$ cat src/rtl/bsplit_pkg.sv
package bsplit_pkg;
  typedef enum logic [1:0] {
    HT_IDLE   = 2'b00,
    HT_BUSY   = 2'b01,
    HT_NONSEQ = 2'b10,
    HT_SEQ    = 2'b11
  } htrans_e;

  localparam logic [2:0] HB_SINGLE = 3'b000;
  localparam logic [2:0] HB_INCR4  = 3'b011;
  localparam logic [2:0] HB_INCR8  = 3'b101;
  localparam logic [2:0] HS_WORD   = 3'b010;

  typedef enum logic [1:0] {
    ST_IDLE,
    ST_RUN,
    ST_ABORT
  } split_st_e;
endpackage

$ cat src/rtl/bsplit_pkt_sel.sv
// Greedy packet size choice from the number of words still to issue.
module bsplit_pkt_sel #(
  parameter int CW = 16
) (
  input  logic [CW-1:0] remain,
  output logic [2:0]    burst,
  output logic [2:0]    beats_m1
);
  import bsplit_pkg::*;

  localparam logic [CW-1:0] LONG_N  = CW'(8);
  localparam logic [CW-1:0] SHORT_N = CW'(4);

  always_comb begin
    if (remain >= LONG_N) begin
      burst    = HB_INCR8;
      beats_m1 = 3'd7;
    end else if (remain >= SHORT_N) begin
      burst    = HB_INCR4;
      beats_m1 = 3'd3;
    end else begin
      burst    = HB_SINGLE;
      beats_m1 = 3'd0;
    end
  end
endmodule

$ cat src/rtl/bsplit_wbuf.sv
// Stages a write word from address issue until its data phase.
module bsplit_wbuf #(
  parameter int DW = 32
) (
  input  logic          clk,
  input  logic          rst,
  input  logic          adv,
  input  logic          take,
  input  logic [DW-1:0] wdata_in,
  output logic [DW-1:0] hwdata
);
  logic [DW-1:0] stage_q;
  logic [DW-1:0] bus_q;

  always_ff @(posedge clk) begin
    if (rst) begin
      stage_q <= '0;
      bus_q   <= '0;
    end else begin
      if (adv)  bus_q   <= stage_q;
      if (take) stage_q <= wdata_in;
    end
  end

  assign hwdata = bus_q;
endmodule

$ cat src/rtl/burst_splitter.sv
module burst_splitter #(
  parameter int AW = 32,
  parameter int DW = 32,
  parameter int CW = 16
) (
  input  logic          clk,
  input  logic          rst,
  input  logic          req_valid,
  output logic          req_ready,
  input  logic [AW-1:0] req_addr,
  input  logic [CW-1:0] req_words,
  input  logic          req_write,
  input  logic          wr_valid,
  output logic          wr_ready,
  input  logic [DW-1:0] wr_data,
  output logic          rd_valid,
  output logic [DW-1:0] rd_data,
  output logic          done,
  output logic          error,
  output logic [AW-1:0] haddr,
  output logic [1:0]    htrans,
  output logic [2:0]    hburst,
  output logic [2:0]    hsize,
  output logic          hwrite,
  output logic [DW-1:0] hwdata,
  input  logic          hready,
  input  logic          hresp,
  input  logic [DW-1:0] hrdata
);
  import bsplit_pkg::*;

  localparam logic [AW-1:0] STEP = AW'(4);
  localparam logic [CW-1:0] ONE  = CW'(1);

  split_st_e     st_q;
  htrans_e       htrans_q;
  logic [AW-1:0] haddr_q, nxt_addr_q;
  logic [2:0]    hburst_q;
  logic          hwrite_q;
  logic [CW-1:0] remain_q;
  logic [2:0]    pkt_left_q;
  logic          dp_active_q, dp_write_q;
  logic          done_q, err_q;
  logic          rd_valid_q;
  logic [DW-1:0] rd_data_q;

  logic [2:0] sel_burst, sel_m1;
  logic       adv, can_issue, issue, err_start;

  bsplit_pkt_sel #(.CW(CW)) u_sel (
    .remain   (remain_q),
    .burst    (sel_burst),
    .beats_m1 (sel_m1)
  );

  assign adv       = hready;
  assign err_start = dp_active_q && hresp && !hready;
  assign can_issue = !hwrite_q || wr_valid;
  assign issue     = (st_q == ST_RUN) && adv && (remain_q != '0) && can_issue;

  bsplit_wbuf #(.DW(DW)) u_wbuf (
    .clk      (clk),
    .rst      (rst),
    .adv      (adv),
    .take     (issue && hwrite_q),
    .wdata_in (wr_data),
    .hwdata   (hwdata)
  );

  always_ff @(posedge clk) begin
    if (rst) begin
      st_q        <= ST_IDLE;
      htrans_q    <= HT_IDLE;
      haddr_q     <= '0;
      nxt_addr_q  <= '0;
      hburst_q    <= HB_SINGLE;
      hwrite_q    <= 1'b0;
      remain_q    <= '0;
      pkt_left_q  <= '0;
      dp_active_q <= 1'b0;
      dp_write_q  <= 1'b0;
      done_q      <= 1'b0;
      err_q       <= 1'b0;
      rd_valid_q  <= 1'b0;
      rd_data_q   <= '0;
    end else begin
      done_q     <= 1'b0;
      err_q      <= 1'b0;
      rd_valid_q <= 1'b0;

      // data phase bookkeeping on every accepted edge
      if (adv) begin
        if (dp_active_q && !dp_write_q && !hresp) begin
          rd_valid_q <= 1'b1;
          rd_data_q  <= hrdata;
        end
        dp_active_q <= htrans_q[1];
        dp_write_q  <= hwrite_q;
      end

      unique case (st_q)
        ST_IDLE: begin
          if (req_valid) begin
            if (req_words == '0) begin
              done_q <= 1'b1;
            end else begin
              st_q       <= ST_RUN;
              nxt_addr_q <= req_addr;
              remain_q   <= req_words;
              pkt_left_q <= '0;
              hwrite_q   <= req_write;
            end
          end
        end

        ST_RUN: begin
          if (err_start) begin
            htrans_q <= HT_IDLE;
            st_q     <= ST_ABORT;
          end else if (adv) begin
            if (remain_q == '0) begin
              htrans_q <= HT_IDLE;
              if (!htrans_q[1]) begin
                st_q   <= ST_IDLE;
                done_q <= 1'b1;
              end
            end else if (pkt_left_q == '0) begin
              if (can_issue) begin
                htrans_q   <= HT_NONSEQ;
                hburst_q   <= sel_burst;
                haddr_q    <= nxt_addr_q;
                nxt_addr_q <= nxt_addr_q + STEP;
                remain_q   <= remain_q - ONE;
                pkt_left_q <= sel_m1;
              end else begin
                htrans_q <= HT_IDLE;
              end
            end else begin
              haddr_q <= nxt_addr_q;
              if (can_issue) begin
                htrans_q   <= HT_SEQ;
                nxt_addr_q <= nxt_addr_q + STEP;
                remain_q   <= remain_q - ONE;
                pkt_left_q <= pkt_left_q - 3'd1;
              end else begin
                htrans_q <= HT_BUSY;
              end
            end
          end
        end

        ST_ABORT: begin
          htrans_q <= HT_IDLE;
          if (adv) begin
            st_q       <= ST_IDLE;
            done_q     <= 1'b1;
            err_q      <= 1'b1;
            remain_q   <= '0;
            pkt_left_q <= '0;
          end
        end

        default: st_q <= ST_IDLE;
      endcase
    end
  end

  assign req_ready = (st_q == ST_IDLE);
  assign wr_ready  = issue && hwrite_q;
  assign rd_valid  = rd_valid_q;
  assign rd_data   = rd_data_q;
  assign done      = done_q;
  assign error     = err_q;
  assign haddr     = haddr_q;
  assign htrans    = htrans_q;
  assign hburst    = hburst_q;
  assign hsize     = HS_WORD;
  assign hwrite    = hwrite_q;
endmodule

$ cat config.mk
export PLATFORM = sky130hd
export DESIGN_NAME = burst_splitter
export DESIGN_NICKNAME = d
export VERILOG_FILES = /design/src/rtl/bsplit_pkg.sv /design/src/rtl/bsplit_pkt_sel.sv /design/src/rtl/bsplit_wbuf.sv /design/src/rtl/burst_splitter.sv
export SDC_FILE = /design/constraint.sdc
export NUM_CORES = 1
export LEC_CHECK = 0
export BUFFER_PORTS_ARGS = -buffer_cell sky130_fd_sc_hd__buf_2
export CAP_MARGIN = 20
export CORE_ASPECT_RATIO = 1.5
export CORE_MARGIN = 3
export CORE_UTILIZATION = 57
export DETAILED_ROUTE_END_ITERATION = 8
export GPL_TIMING_DRIVEN = 0
export PLACE_DENSITY = 0.86
export SETUP_SLACK_MARGIN = 0.15
export SLEW_MARGIN = 10
export SYNTH_ARGS = -nofsm -noshare
export SYNTH_HDL_FRONTEND = slang
export SYNTH_SLANG_ARGS = --single-unit
$ cat constraint.sdc
create_clock -name clk -period 4.8 [get_ports clk]
set_input_delay 0.48 -clock clk [delete_from_list [all_inputs] [get_ports clk]]
set_output_delay 0.48 -clock clk [all_outputs]
set_load 0.1 [all_outputs]
==> results of run 1 <==
[worst max-delay path by stage]
stage               end  slack, ns  startpoint  depth (start not counted)
2_1_floorplan  wr_ready       1.78      hwrite                          3
3_3_place_gp   wr_ready       1.87      hready                          7
3_5_place_dp   wr_ready       1.84     st_q[1]                          9
4_1_cts        wr_ready       1.32     st_q[1]                          9
5_1_grt        wr_ready       1.09     st_q[1]                          9
6_report       wr_ready       1.32     st_q[1]                          9
[final cells by class]
class                      count  share of cell area (%)
buffer                        75                    3.28
clock buffer                  19                    4.21
clock inverter                13                    1.36
inverter                      25                   0.892
multi-input combinational    778                    40.8
sequential                   192                    36.5
tap                          196                    2.33
timing repair buffer         224                    10.7
[flip-flops by register name, indices dropped and copies added, names as in the netlist]
signal	flops
haddr	32
nxt_addr_q	32
rd_data	32
u_wbuf.hwdata	32
u_wbuf.stage_q	32
remain_q	16
hburst	3
pkt_left_q	3
htrans	2
st_q	2
done	1
dp_active_q	1
dp_write_q	1
error	1
hwrite	1
rd_valid	1
[cell families after synthesis]
logic type | synth area share, %
simple gates | 22.8
compound gates | 20.9
flops | 44.9
buf+inv | 5.12
mux | 4.56
fa+ha+maj | 1.46
other cells | 0.0876
xor+xnor | 0.204
[placed cells by master (no fill, tap or decap), types with 8 or more instances in the layout]
master	n
clkbuf_16	17
inv_1	24
a21oi_1	151
o32ai_1	8
a211oi_1	11
nor2_1	77
ha_1	10
clkbuf_1	61
o21ai_0	38
nor3_1	16
buf_2	226
nor2b_1	10
nand4_1	12
nand2_1	247
mux2i_1	39
dfxtp_1	192
nor4_1	11
nand3_1	20
[worst max-delay path: stages (launching register included)]
cell,delay [ns]
dfxtp_1,0.34
inv_1,0.12
ha_1,0.16
clkbuf_1,0.25
nand2_1,0.17
nor2b_1,0.25
nand3_1,0.22
inv_1,0.21
buf_1,0.34
buf_2,0.51
[power groups by stage]
stage / logic (µW) / clock network [µW] / registers [µW]
2_1_floorplan: 613 / 0 / 1940
3_3_place_gp: 1010 / 0 / 1820
3_5_place_dp: 1020 / 0 / 1820
4_1_cts: 1030 / 1410 / 1790
5_1_grt: 1120 / 1480 / 1800
6_report: 1040 / 1400 / 1790
[layer usage]
metal | up-vias | track usage, % | share of wire, % | wire length [µm]
met5 | - | 0 | 0 | 0
met4 | 0 | 17.5 | 4.6 | 1240
met3 | 111 | 9.03 | 8.8 | 2370
met2 | 432 | 54.9 | 50 | 13500
met1 | 4080 | 34.4 | 36 | 9710
li1 | 4211 | - | - | -
[Yosys cell counts, types with 5 or more instances]
library cell | number | area share (%)
nand3_1 | 20 | 1.2
o31a_1 | 6 | 0.61
o21ai_0 | 38 | 2.2
nand2b_1 | 7 | 0.51
inv_1 | 24 | 1.1
a211oi_1 | 11 | 0.96
o21a_1 | 5 | 0.44
o32ai_1 | 8 | 0.82
nand4_1 | 12 | 0.88
mux2i_1 | 39 | 4.6
nor4_1 | 11 | 0.80
nand2_1 | 247 | 11
o2bb2ai_1 | 5 | 0.51
ha_1 | 10 | 1.5
nor3b_1 | 6 | 0.53
nor2_1 | 77 | 3.4
o31ai_1 | 5 | 0.44
a21oi_1 | 151 | 8.8
nor3_1 | 16 | 0.93
clkbuf_1 | 60 | 2.6
or3_1 | 5 | 0.37
a22oi_1 | 6 | 0.53
or4_1 | 5 | 0.44
dfxtp_1 | 192 | 45
a31oi_1 | 5 | 0.37
a32oi_1 | 7 | 0.72
nor2b_1 | 10 | 0.73
[metrics by stage]
step                      cells  area [µm²]
after global placement     1490        9940
after floorplan            1070        8570
final                      1522       10500
after detailed placement   1490        9940
after CTS                  1522       10500
after global routing       1522       10500
==> impl_metrics.tcl, run 1 <==
set metrics [dict create \
    ys_ff_latch 192 \
    final_nets 1442 \
    grt_usage_pct 31.6 \
    vdd_drop_max_mv 0.244 \
    final_core_util_pct 71.8 \
    period_share_pct 72.5 \
    cap_violations 0 \
    drt-total-wl_um 26900 \
    swShare_pct 35.8 \
    vias 8834 \
    ios 229 \
    synth_cell_types 66 \
    p_per_area_nw_per_um2 403 \
    grt_max_degree 20 \
    synthArstFlopShare_pct 0 \
    hold_ws_ns 0.267 \
    wl_per_cell_um 17.7 \
    dpl_worst_slack_ns 1.84 \
    grt_pass1_vias 8464 \
    syn_to_final_growth_pct 22.8 \
    path_clk_slew_ns 0.08 \
    place.gp.congestion 1.01 \
    postCtsResizedCells 0 \
    cts_setup_buffers 0 \
    finalCriticalPeriod_ns 3.48 \
    run_status "complete, no violations" \
    syn-cell-area_um2 8570 \
    p_int_uw 2720 \
    clk_latency_ns 0.44 \
    fin_skew_ns 0.0148 \
    seqCellArea_um2 3840 \
    drv_slew 0 \
    setup_viol 0 \
    die_area_um2 16600 \
    synth_edf_count 0 \
    cts_tree "yes" \
    critPathKind "flop to primary output" \
    netlist_instances 1069 \
    worstMarginPinSlew_ns 0.842 \
    drt_iter0_drc 585 \
    rsz0062_at_grt "false" \
    synth.avg_cell_area_um2 8.02 \
    worstSetupEndpointType "primary output" \
    drc 0 \
    drive_gt1_share_pct 21.9 \
    ys_seq_area_share_pct 44.9 \
    cts-root-buf "clkbuf_16" \
    clkSinkCount 192 \
    p_total_uw 4240 \
    crit_fanout 10 \
    r2r-end "nxt_addr_q[12]" \
    antenna_found_initial 0 \
    avgViaCountPerCell 5.80 \
    rr_startpoint "st_q[1]" \
    hold_viol_final 0 \
    grt_overflow 0 \
    ant_nets 0 \
    die_y_um 156 \
    r2r_cells 9 \
    initial_utilization_pct 58.4 \
    cts_made_buffers 17 \
    fin_tns_setup_ns 0 \
    p_comb_share_pct 24.6 \
    slew_headroom_pct 43.9 \
    grt_first_pass_wirelength_um 41700 \
    fillers 1239 \
    htreeDepth 4 \
    clock_path_buffers 2 \
    critPathArrivalTime_ns 3.00 \
    fmax_mhz 287 \
    n_antenna_cell 0 \
    hpwl_um 20200 \
    p_seq_share_pct 42.3 \
    hp-class "primary input to flop" \
    holdPathStages 3 \
    startpoint_type "flop" \
    port_buffers 224 \
    min_from "hrdata[23]" \
    coreArea_um2 14700 \
    p_leak_uw 0.00432 \
    die_x_um 106 \
    first_pass_iters 5 \
    clock_power_share_pct 33.1 \
    ys.flop_type "dfxtp_1" \
    fin_ws_ns 1.32 \
    required_ns 4.32 \
    synth_warnings 0 \
    r2r_slack_ns 2.10 \
    multi_input_area_um2 4290 \
    cts_hold_buf 0 \
    p_sw_uw 1520 \
    std_cell_rows 54 \
    hold_end "rd_data[23]" \
]
No activity file was read; power rests on OpenSTA's default activity.
==> run 2, diff against run 1 <==
--- a/config.mk
+++ b/config.mk
@@ -9,10 +9,10 @@
 export CAP_MARGIN = 20
 export CORE_ASPECT_RATIO = 1.5
 export CORE_MARGIN = 3
-export CORE_UTILIZATION = 57
+export CORE_UTILIZATION = 53
 export DETAILED_ROUTE_END_ITERATION = 8
 export GPL_TIMING_DRIVEN = 0
-export PLACE_DENSITY = 0.86
+export PLACE_DENSITY = 0.8
 export SETUP_SLACK_MARGIN = 0.15
 export SLEW_MARGIN = 10
 export SYNTH_ARGS = -nofsm -noshare
==> constraint.sdc (replaced) <==
create_clock -name clk -period 3.6 [get_ports clk]
set_input_delay 0.36 -clock clk [delete_from_list [all_inputs] [get_ports clk]]
set_output_delay 0.36 -clock clk [all_outputs]
set_load 0.1 [all_outputs]
==> impl_metrics.tcl, run 2 (synthesis gave the netlist of run 1 again) <==
set metrics [dict create \
    run_status "complete, no violations" \
    std_cell_rows 56 \
    p_leak_uw 0.00434 \
    hold_ws_ns 0.144 \
    crit_path_max_incr_delay_ns 0.37 \
    seqCellArea_um2 3840 \
    worstSetupEndpointType "primary output" \
    period_share_pct 86.7 \
    cts_made_buffers 17 \
    avgViaCountPerCell 5.72 \
    clock_path_buffers 2 \
    cts_tree "yes" \
    clkSinkCount 192 \
    final_common_cell "nand2_1" \
    drt_iter0_drc 606 \
    fin_skew_ns 0.0128 \
    port_buffers 224 \
    layout_common_cells "nand2_1, buf_2, dfxtp_1, a21oi_1, nor2_1" \
    fillers 1405 \
    cp.depth 9 \
    critPathArrivalTime_ns 2.76 \
    hp-class "primary input to flop" \
    cts-root-buf "clkbuf_16" \
    rsz0062_at_grt "false" \
    vdd_drop_max_mv 0.363 \
    fin_tns_setup_ns 0 \
    place.gp.congestion 1.02 \
    setup_viol 0 \
    grt_max_degree 21 \
    ant_nets 0 \
    final_nets 1442 \
    clk_latency_ns 0.44 \
    holdPathStages 3 \
    die_y_um 162 \
    vias 8751 \
    ios 229 \
    critPathKind "flop to primary output" \
    grt_first_pass_wirelength_um 42600 \
    cts_hold_buf 0 \
    dp_cells 1497 \
    worst-path-buf-inv 5 \
    coreArea_um2 15800 \
    cap_violations 0 \
    grt_pass1_vias 8605 \
    die_x_um 110 \
    cp_slowest_cell "clkbuf_4" \
    initial_utilization_pct 54.4 \
    p_per_area_nw_per_um2 542 \
    first_pass_iters 5 \
    startpoint_type "flop" \
    grt_usage_pct 30.6 \
    fmax_mhz 321 \
    path_clk_slew_ns 0.08 \
    drv_slew 0 \
    wl_per_cell_um 17.8 \
    finalCriticalPeriod_ns 3.12 \
    hpwl_um 20800 \
    slew_headroom_pct 45.2 \
    critPathTopFamily "buffers and inverters" \
    htreeDepth 4 \
    final_core_util_pct 67.0 \
    antenna_found_initial 0 \
    die_area_um2 17800 \
    n_antenna_cell 0 \
    final_cells 1529 \
    cp_cell_sequence "inv_1, ha_1, clkbuf_1, nand2_1, nor2b_1, nand3_1, inv_1, clkbuf_2, clkbuf_4" \
    crit_top_cell "inv_1" \
    worstMarginPinSlew_ns 0.822 \
    syn_to_final_growth_pct 23.3 \
    drive_gt1_share_pct 21.9 \
    drt-total-wl_um 27300 \
    required_ns 3.24 \
    r2r_cells 9 \
    multi_input_area_um2 4290 \
    drc 0 \
    grt_overflow 0 \
    hold_viol_final 0 \
    crit_fanout 10 \
]
## run 2: layout make-up
class,count,share of cell area [%]
inverters,25,0.888
repair buffers,224,10.6
clock inverters,14,1.76
clock buffers,18,4.06
flip-flops and latches,192,36.4
well taps,203,2.40
multi-input cells,778,40.6
plain buffers,75,3.28
## run 2: path summary, 6_finish.rpt
check,startpoint,slack [ns],end
hold / removal,wr_data[20],0.14,u_wbuf.stage_q[20]
setup reg to reg,st_q[1],0.91,remain_q[3]
hold reg to reg,haddr[26],0.45,haddr[26]
setup / recovery,st_q[1],0.48,wr_ready
## run 2: tightest hold or removal path: stages
cell,delay (ns)
buf_2,0.09
nand2_1,0.04
a21oi_1,0.05
## run 2: what timing repair did
| item | in CTS | in global routing |
|---|---|---|
| setup buffers | 0 | 0 |
| setup endpoints to repair | 0 | 1 |
| gates resized for setup | 0 | 2 |
## run 2: power breakdown
part	leakage, µW	switching [µW]	internal (µW)	total [µW]
Combinational	0.00248	955	432	1390
Clock	0.000301	941	1010	1950
Sequential	0.00156	144	2250	2390
## run 2: per-stage QoR
step,area [µm²],worst slack (ns),power [µW]
floorplan,8570,0.697,3400
global placement,9950,0.765,3780
detailed placement,9950,0.758,3800
CTS,10600,0.282,5720
global route,10600,0.273,5970
finish,10600,0.480,5730
## run 2: routing by layer
metal	routed length (µm)	global-route usage, %
met5	0	0
met4	1570	17.9
met3	1900	7.87
met2	13800	52.1
met1	9960	33.6
